**src/rtl/ssp_pkg.sv**
```systemverilog
package ssp_pkg;
    // Which data pad a direction is routed to
    typedef enum logic {
        PAD_A = 1'b0,
        PAD_B = 1'b1
    } pad_t;

    // Configuration captured at the start of each frame
    typedef struct packed {
        logic master;
        logic bidir;
        logic fixed;
        logic tx_en;
        logic rx_en;
    } mode_t;
endpackage

```
**src/rtl/ssp_clkgen.sv**
```systemverilog
// Master serial-clock generator.
// Produces a clock that idles high and toggles every HALF_M1+1 system
// cycles while run is high. It flags the system cycle of each toggle as a
// falling or rising event. Assumes run stays high until an even number of
// toggles has completed, so that the clock returns high.
module ssp_clkgen #(
    parameter int DIV_W = 7
) (
    input  logic             clk,
    input  logic             rst_n,
    input  logic             run,
    input  logic [DIV_W-1:0] half_m1,
    output logic             sck_q,
    output logic             rise_ev,
    output logic             fall_ev
);
    logic [DIV_W-1:0] cnt;
    logic             tick;

    assign tick    = run && (cnt == half_m1);
    assign fall_ev = tick && sck_q;
    assign rise_ev = tick && !sck_q;

    // half-period counter, cleared while stopped and on every toggle
    always_ff @(posedge clk) begin
        if (!rst_n)              cnt <= '0;
        else if (!run || tick)   cnt <= '0;
        else                     cnt <= cnt + 1'b1;
    end

    // serial clock register, held high while stopped
    always_ff @(posedge clk) begin
        if (!rst_n)      sck_q <= 1'b1;
        else if (tick)   sck_q <= ~sck_q;
        else if (!run)   sck_q <= 1'b1;
    end


    idle_high_chk: assert property (@(posedge clk) disable iff (!rst_n)
        $fell(run) |-> sck_q);


    half_period_chk: assert property (@(posedge clk) disable iff (!rst_n)
        (run && $past(run) && !$past(tick) && $past(cnt) != half_m1) |-> $stable(sck_q));
endmodule

```
**src/rtl/ssp_sync_edge.sv**
```systemverilog
// Synchronizer and edge detector for an external serial clock.
// The input goes through STAGES flops and one more flop for edge detection.
// The chain resets high to match the idle clock level. Assumes the input
// changes no faster than once every two system cycles.
module ssp_sync_edge #(
    parameter int STAGES = 2
) (
    input  logic clk,
    input  logic rst_n,
    input  logic async_i,
    output logic rise_ev,
    output logic fall_ev
);
    logic [STAGES:0] chain;

    // shift the external level through the synchronizer chain
    always_ff @(posedge clk) begin
        if (!rst_n) chain <= '1;
        else        chain <= {chain[STAGES-1:0], async_i};
    end

    assign rise_ev = chain[STAGES-1] && !chain[STAGES];
    assign fall_ev = !chain[STAGES-1] && chain[STAGES];


    no_double_rise_chk: assert property (@(posedge clk) disable iff (!rst_n)
        rise_ev |=> !rise_ev);
endmodule

```
**src/rtl/ssp_pinmux.sv**
```systemverilog
// Pad router.
// Decides which data pad carries transmit and which carries receive, and
// which directions are active, from the frame configuration. Purely
// combinational. In single-wire mode transmit takes precedence over receive.
module ssp_pinmux
    import ssp_pkg::*;
(
    input  mode_t m,
    input  logic  out_bit,
    input  logic  pad_a_i,
    input  logic  pad_b_i,
    output logic  pad_a_o,
    output logic  pad_a_oe,
    output logic  pad_b_o,
    output logic  pad_b_oe,
    output logic  in_bit,
    output logic  tx_act,
    output logic  rx_act
);
    pad_t tx_pad, rx_pad;

    // route selection for each direction
    always_comb begin
        if (m.fixed) begin
            tx_pad = PAD_A;
            rx_pad = PAD_B;
        end else if (m.bidir) begin
            tx_pad = PAD_A;
            rx_pad = PAD_A;
        end else if (m.master) begin
            tx_pad = PAD_A;
            rx_pad = PAD_B;
        end else begin
            tx_pad = PAD_B;
            rx_pad = PAD_A;
        end
    end

    // active directions; single-wire forbids both at once
    always_comb begin
        tx_act = m.tx_en;
        rx_act = m.rx_en && !(m.bidir && !m.fixed && m.tx_en);
    end

    // pad drivers and received bit selection
    always_comb begin
        pad_a_o  = out_bit;
        pad_b_o  = out_bit;
        pad_a_oe = tx_act && (tx_pad == PAD_A);
        pad_b_oe = tx_act && (tx_pad == PAD_B);
        if (!rx_act)                in_bit = 1'b0;
        else if (rx_pad == PAD_A)   in_bit = pad_a_i;
        else                        in_bit = pad_b_i;
    end
endmodule

```
**src/rtl/sync_serial_port.sv**
```systemverilog
// Synchronous serial shifter, top level.
// Runs one FRAME_BITS frame per accepted write, MSB first. The output bit
// changes on falling serial-clock edges and input is sampled on rising
// edges. The serial clock comes from ssp_clkgen (master) or from the pad
// through ssp_sync_edge (slave). Configuration is latched at frame start.
// Assumes a slave clock of at most a quarter of the system clock.
module sync_serial_port
    import ssp_pkg::*;
#(
    parameter int DIV_W       = 7,
    parameter int FRAME_BITS  = 8,
    parameter int SYNC_STAGES = 2
) (
    input  logic                  clk,
    input  logic                  rst_n,
    input  logic                  cfg_master,
    input  logic                  cfg_bidir,
    input  logic                  cfg_fixed,
    input  logic                  cfg_tx_en,
    input  logic                  cfg_rx_en,
    input  logic [DIV_W-1:0]      cfg_div,
    input  logic                  wr_en,
    input  logic [FRAME_BITS-1:0] wr_data,
    output logic [FRAME_BITS-1:0] rd_data,
    output logic                  done,
    output logic                  busy,
    input  logic                  sck_i,
    output logic                  sck_o,
    output logic                  sck_oe,
    input  logic                  pad_a_i,
    output logic                  pad_a_o,
    output logic                  pad_a_oe,
    input  logic                  pad_b_i,
    output logic                  pad_b_o,
    output logic                  pad_b_oe
);
    localparam int CNT_W = $clog2(FRAME_BITS);
    localparam logic [CNT_W-1:0] LAST_BIT = CNT_W'(FRAME_BITS - 1);

    mode_t                 mode_live, mode_q, mode_act;
    logic [DIV_W-1:0]      half_q;
    logic [FRAME_BITS-1:0] shreg;
    logic [CNT_W-1:0]      bitcnt;
    logic                  out_bit;
    logic                  start, run;
    logic                  gen_sck, gen_rise, gen_fall;
    logic                  ext_rise, ext_fall;
    logic                  rise_ev, fall_ev;
    logic                  in_bit, tx_act, rx_act;

    assign mode_live = '{master: cfg_master, bidir: cfg_bidir, fixed: cfg_fixed,
                         tx_en: cfg_tx_en, rx_en: cfg_rx_en};
    assign mode_act  = busy ? mode_q : mode_live;
    assign start     = wr_en && !busy;
    assign run       = busy && mode_q.master;

    ssp_clkgen #(.DIV_W(DIV_W)) u_clkgen (
        .clk     (clk),
        .rst_n   (rst_n),
        .run     (run),
        .half_m1 (half_q),
        .sck_q   (gen_sck),
        .rise_ev (gen_rise),
        .fall_ev (gen_fall)
    );

    ssp_sync_edge #(.STAGES(SYNC_STAGES)) u_sync (
        .clk     (clk),
        .rst_n   (rst_n),
        .async_i (sck_i),
        .rise_ev (ext_rise),
        .fall_ev (ext_fall)
    );

    ssp_pinmux u_mux (
        .m        (mode_act),
        .out_bit  (out_bit),
        .pad_a_i  (pad_a_i),
        .pad_b_i  (pad_b_i),
        .pad_a_o  (pad_a_o),
        .pad_a_oe (pad_a_oe),
        .pad_b_o  (pad_b_o),
        .pad_b_oe (pad_b_oe),
        .in_bit   (in_bit),
        .tx_act   (tx_act),
        .rx_act   (rx_act)
    );

    // pick the edge source for the latched role; ignore edges while idle
    always_comb begin
        if (!busy) begin
            rise_ev = 1'b0;
            fall_ev = 1'b0;
        end else if (mode_q.master) begin
            rise_ev = gen_rise;
            fall_ev = gen_fall;
        end else begin
            rise_ev = ext_rise;
            fall_ev = ext_fall;
        end
    end

    // clock pad: generated clock when master, released when slave
    always_comb begin
        sck_oe = mode_act.master;
        sck_o  = mode_act.master ? gen_sck : 1'b1;
    end

    // frame sequencer: capture on write, shift on edges, finish on last rise
    always_ff @(posedge clk) begin
        if (!rst_n) begin
            busy    <= 1'b0;
            done    <= 1'b0;
            mode_q  <= '0;
            half_q  <= '0;
            shreg   <= '0;
            bitcnt  <= '0;
            out_bit <= 1'b1;
            rd_data <= '0;
        end else begin
            done <= 1'b0;
            if (start) begin
                busy   <= 1'b1;
                mode_q <= mode_live;
                half_q <= cfg_div;
                shreg  <= wr_data;
                bitcnt <= '0;
            end else if (busy) begin
                if (fall_ev) out_bit <= shreg[FRAME_BITS-1];
                if (rise_ev) begin
                    shreg  <= {shreg[FRAME_BITS-2:0], in_bit};
                    bitcnt <= bitcnt + 1'b1;
                    if (bitcnt == LAST_BIT) begin
                        busy    <= 1'b0;
                        done    <= 1'b1;
                        rd_data <= {shreg[FRAME_BITS-2:0], in_bit};
                        out_bit <= 1'b1;
                    end
                end
            end
        end
    end


    done_pulse_chk: assert property (@(posedge clk) disable iff (!rst_n)
        done |=> !done);


    done_idle_chk: assert property (@(posedge clk) disable iff (!rst_n)
        done |-> !busy);


    mode_hold_chk: assert property (@(posedge clk) disable iff (!rst_n)
        (busy && $past(busy)) |-> $stable(mode_q));


    busy_write_ignored_chk: assert property (@(posedge clk) disable iff (!rst_n)
        (busy && wr_en && !rise_ev) |=> $stable(shreg));


    bidir_padb_off_chk: assert property (@(posedge clk) disable iff (!rst_n)
        (mode_act.bidir && !mode_act.fixed) |-> !pad_b_oe);


    bidir_one_dir_chk: assert property (@(posedge clk) disable iff (!rst_n)
        (mode_act.bidir && !mode_act.fixed) |-> !(tx_act && rx_act));
endmodule

```
**config.mk**
```make
export PLATFORM = sky130hd
export DESIGN_NAME = sync_serial_port
export DESIGN_NICKNAME = d
export VERILOG_FILES = /design/src/rtl/ssp_pkg.sv /design/src/rtl/ssp_clkgen.sv /design/src/rtl/ssp_sync_edge.sv /design/src/rtl/ssp_pinmux.sv /design/src/rtl/sync_serial_port.sv
export SDC_FILE = /design/constraint.sdc
export NUM_CORES = 1
export LEC_CHECK = 0
export ABC_AREA = 1
export BUFFER_PORTS_ARGS = -buffer_cell sky130_fd_sc_hd__buf_2
export CORE_MARGIN = 3
export CORE_UTILIZATION = 48
export CTS_CLUSTER_SIZE = 12
export DETAILED_ROUTE_END_ITERATION = 6
export HOLD_SLACK_MARGIN = 0.02
export PLACE_DENSITY = 0.72
export SLEW_MARGIN = 10
export SYNTH_ARGS = -nofsm -noshare
export SYNTH_HDL_FRONTEND = slang
export SYNTH_SLANG_ARGS = --single-unit
```
**constraint.sdc**
```tcl
create_clock -name clk -period 2.4 [get_ports clk]
set_input_delay 0.48 -clock clk [delete_from_list [all_inputs] [get_ports clk]]
set_output_delay 0.48 -clock clk [all_outputs]
set_load 0.05 [all_outputs]
```
==> impl_metrics.toml <==
[global_routing]
grt_start_max_net_pins = 25
grt_pass1_wl_mm = 7.32
grt_pass1_vias = 1695
grt_antenna_before_repair = 0
grt_use_total_pct = 18.0
grt.overflow.total = 0

[cts]
cts_buffer_depth = 2
cts_hold_buf = 0
cts_resized = 0
clk_latency_ns = 0.29
cts_inserted_buffers = 5
clk_pin_slew_ns = 0.08
clkSinkCount = 45
cts_tree = "done"
cts-htree-levels = 2
cts_root_buf = "clkbuf_8"
cts_setup_buffers = 0

[sta]
tightest_slew_ns = 0.496
fin_skew_ns = 0.00391
max_freq_mhz = 464
maxSlewViolCount = 0
timing.final.crit_share_pct = 89.8
fin_tns_setup_ns = 0
setup_violations = 0
slew_headroom_pct = 66.9
hold_viol = 0
worst_slack_ns = 0.245
rsz0062_at_grt = "false"
min_period_ns = 2.16

[final_layout]
fin_nets = 350
area_growth_pct = 15.5
drive_above_1_share_pct = 18.7
diodes = 0

[power_and_ir_drop]
p_leak_nw = 1.05
pwr_density_cell_nw_per_um2 = 634
irDropWorstVdd_mv = 0.479

[floorplanning]
std_cell_rows = 22
fp.dieW_um = 70.3
dieHeight_um = 70.3
core-area_um2 = 3830
floorplan.initialDensity_pct = 51.8
pin_count = 42
dieArea_um2 = 4940

[logic_synthesis]
synth_fp_nets = 310
synthMuxAreaShare_pct = 0
synth_area_um2 = 1980
synth.distinct_cells = 26
yosysWarnings = 0
synth-xor-area-share_pct = 1.32
synth-simple-area-share_pct = 31.2
synth_cells = 281
synth_fa_ha_area_share_pct = 1.89
seq_area_frac_synth_pct = 45.4
postSynthAreaPerCell_um2 = 7.06
synth_top_family_by_area = "simple AND/OR/NAND/NOR gates"
synth-compound-area-share_pct = 11.5
synth_seq_cells = 45

[status]
status = "complete, no violations"

[run]
drv_cap = 0

[setup_path]
cp-start-kind = "flop"
cp_max_fo = 13
path_cells = "nand2_1 -> o21ai_2 -> inv_1 -> nand3_1 -> nand2_1 -> inv_1 -> buf_2"
worstSetupPathType = "reg2out"
slowest_stage = "dfxtp_1"
rr_worst_depth = 9
cp_data_required_time_ns = 1.92
crit_path_end_kind = "output port"
arrival_ns = 1.68
slowest_delay_ns = 0.58

[place]
hpwl_mm = 3.12
portBuffers = 41
preCtsSetupSlack_ns = 0.440
gp_congestion = 0.784

[routing]
drcViolationCount = 0
drtIter0Drc = 84
wl_per_cell_um = 11.6
drtAntennaViolNets = 0
dr.pass1.iters = 4
totalWireLength_mm = 4.27
via_per_inst = 4.95
via_count = 1827

[worst_hold_path]
hp-class = "in2reg"
worstHoldPathCells = 2
[logic make-up after synthesis]
kind of cell | Yosys count
xor gates and xnor gates | 3
AOI/OAI and AO/OA | 45
and+or+nand+nor | 147
DFF | 45
adders and majority gates | 3
buffers and inverters | 38
[registers in the layout (all words and copies together), names as in the netlist]
| name | flops |
|---|---|
| half_q | 7 |
| rd_data | 8 |
| u_clkgen.sck_q | 1 |
| out_bit | 1 |
| mode_q | 5 |
| u_sync.chain | 3 |
| bitcnt | 3 |
| shreg | 8 |
| busy | 1 |
| done | 1 |
| u_clkgen.cnt | 7 |
[routing by layer]
layer / GRT usage, % / vias to the layer above / share of wire, %
met4: 5.32 / 0 / 0.68
met1: 24.3 / 809 / 49
met2: 28.0 / 47 / 44
li1: - / 969 / -
met5: 0 / - / 0
met3: 4.89 / 2 / 6.0
[per-stage QoR]
| stage | area [µm²] | util (%) | hold WS, ns | power [mW] | cells |
|---|---|---|---|---|---|
| 2_1_floorplan | 1990 | - | 0.393 | 0.956 | 281 |
| 3_3_place_gp | 2200 | 57.6 | 0.394 | 1.01 | 362 |
| 3_5_place_dp | 2200 | 57.6 | 0.397 | 1.01 | 362 |
| 4_1_cts | 2290 | 59.8 | 0.368 | 1.47 | 369 |
| 5_1_grt | 2290 | 59.8 | 0.368 | 1.52 | 369 |
| 6_report | 2290 | 59.8 | 0.372 | 1.45 | 369 |
[area by class of cell]
cell class                      count  area [µm²]
Fill cell                         381        1540
Multi-Input combinational cell    198         917
Timing Repair Buffer               43         220
Inverter                           28         105
Tap cell                           48        60.1
Sequential cell                    45         901
Clock buffer                        7        86.3
[placed cells by master, fill, tap and decap left out, drive strengths merged]
| cell | count |
|---|---|
| clkinv | 1 |
| ha | 3 |
| xor2 | 2 |
| or2 | 3 |
| o21a | 1 |
| o22ai | 1 |
| buf | 43 |
| nand3 | 23 |
| a21oi | 19 |
| o21ai | 24 |
| nor3 | 4 |
| inv | 27 |
| xnor2 | 1 |
| nor3b | 2 |
| clkbuf | 7 |
| nor2 | 42 |
| nand2 | 73 |
| dfxtp | 45 |
[path summary, 6_finish.rpt]
kind                                   start                    endpoint  slack, ns
hold reg to reg   u_sync.chain[0]$_SDFF_PN1_  u_sync.chain[1]$_SDFF_PN1_       0.42
hold / removal                         sck_i  u_sync.chain[0]$_SDFF_PN1_       0.37
setup / recovery             busy$_SDFF_PN0_                    pad_a_oe       0.24
setup reg to reg             busy$_SDFF_PN0_     rd_data[1]$_SDFFE_PN0P_       0.39
[synth_stat cells]
cell type	instances	area [µm²]
a21oi_1	19	95.1
buf_2	2	10.0
buf_4	2	15.0
buf_6	1	11.3
buf_8	1	15.0
clkbuf_1	4	15.0
clkinv_1	1	3.75
dfxtp_1	45	901
ha_1	3	37.5
inv_1	26	97.6
inv_2	1	3.75
nand2_1	69	259
nand2_2	4	25.0
nand3_1	22	110
nand3_2	1	10.0
nor2_1	41	154
nor2_2	1	6.26
nor3_1	4	20.0
nor3b_1	2	15.0
o21a_1	1	7.51
o21ai_0	24	120
o22ai_1	1	6.26
or2_0	1	6.26
or2_2	2	12.5
xnor2_1	1	8.76
xor2_1	2	17.5
[worst max-delay path: cells and delay by family (launching register included)]
family	cells	cell delay [ns]
AO/OA/AOI/OAI	1	0.13
flip-flops	1	0.58
AND/OR/NAND/NOR	3	0.31
buffers and inverters	3	0.38
[where the power goes]
group	switching (mW)	internal (mW)
registers	0.0232	0.778
clock network	0.230	0.229
logic	0.127	0.0659
total	0.380	1.07
(Power assumes the default switching activity.)
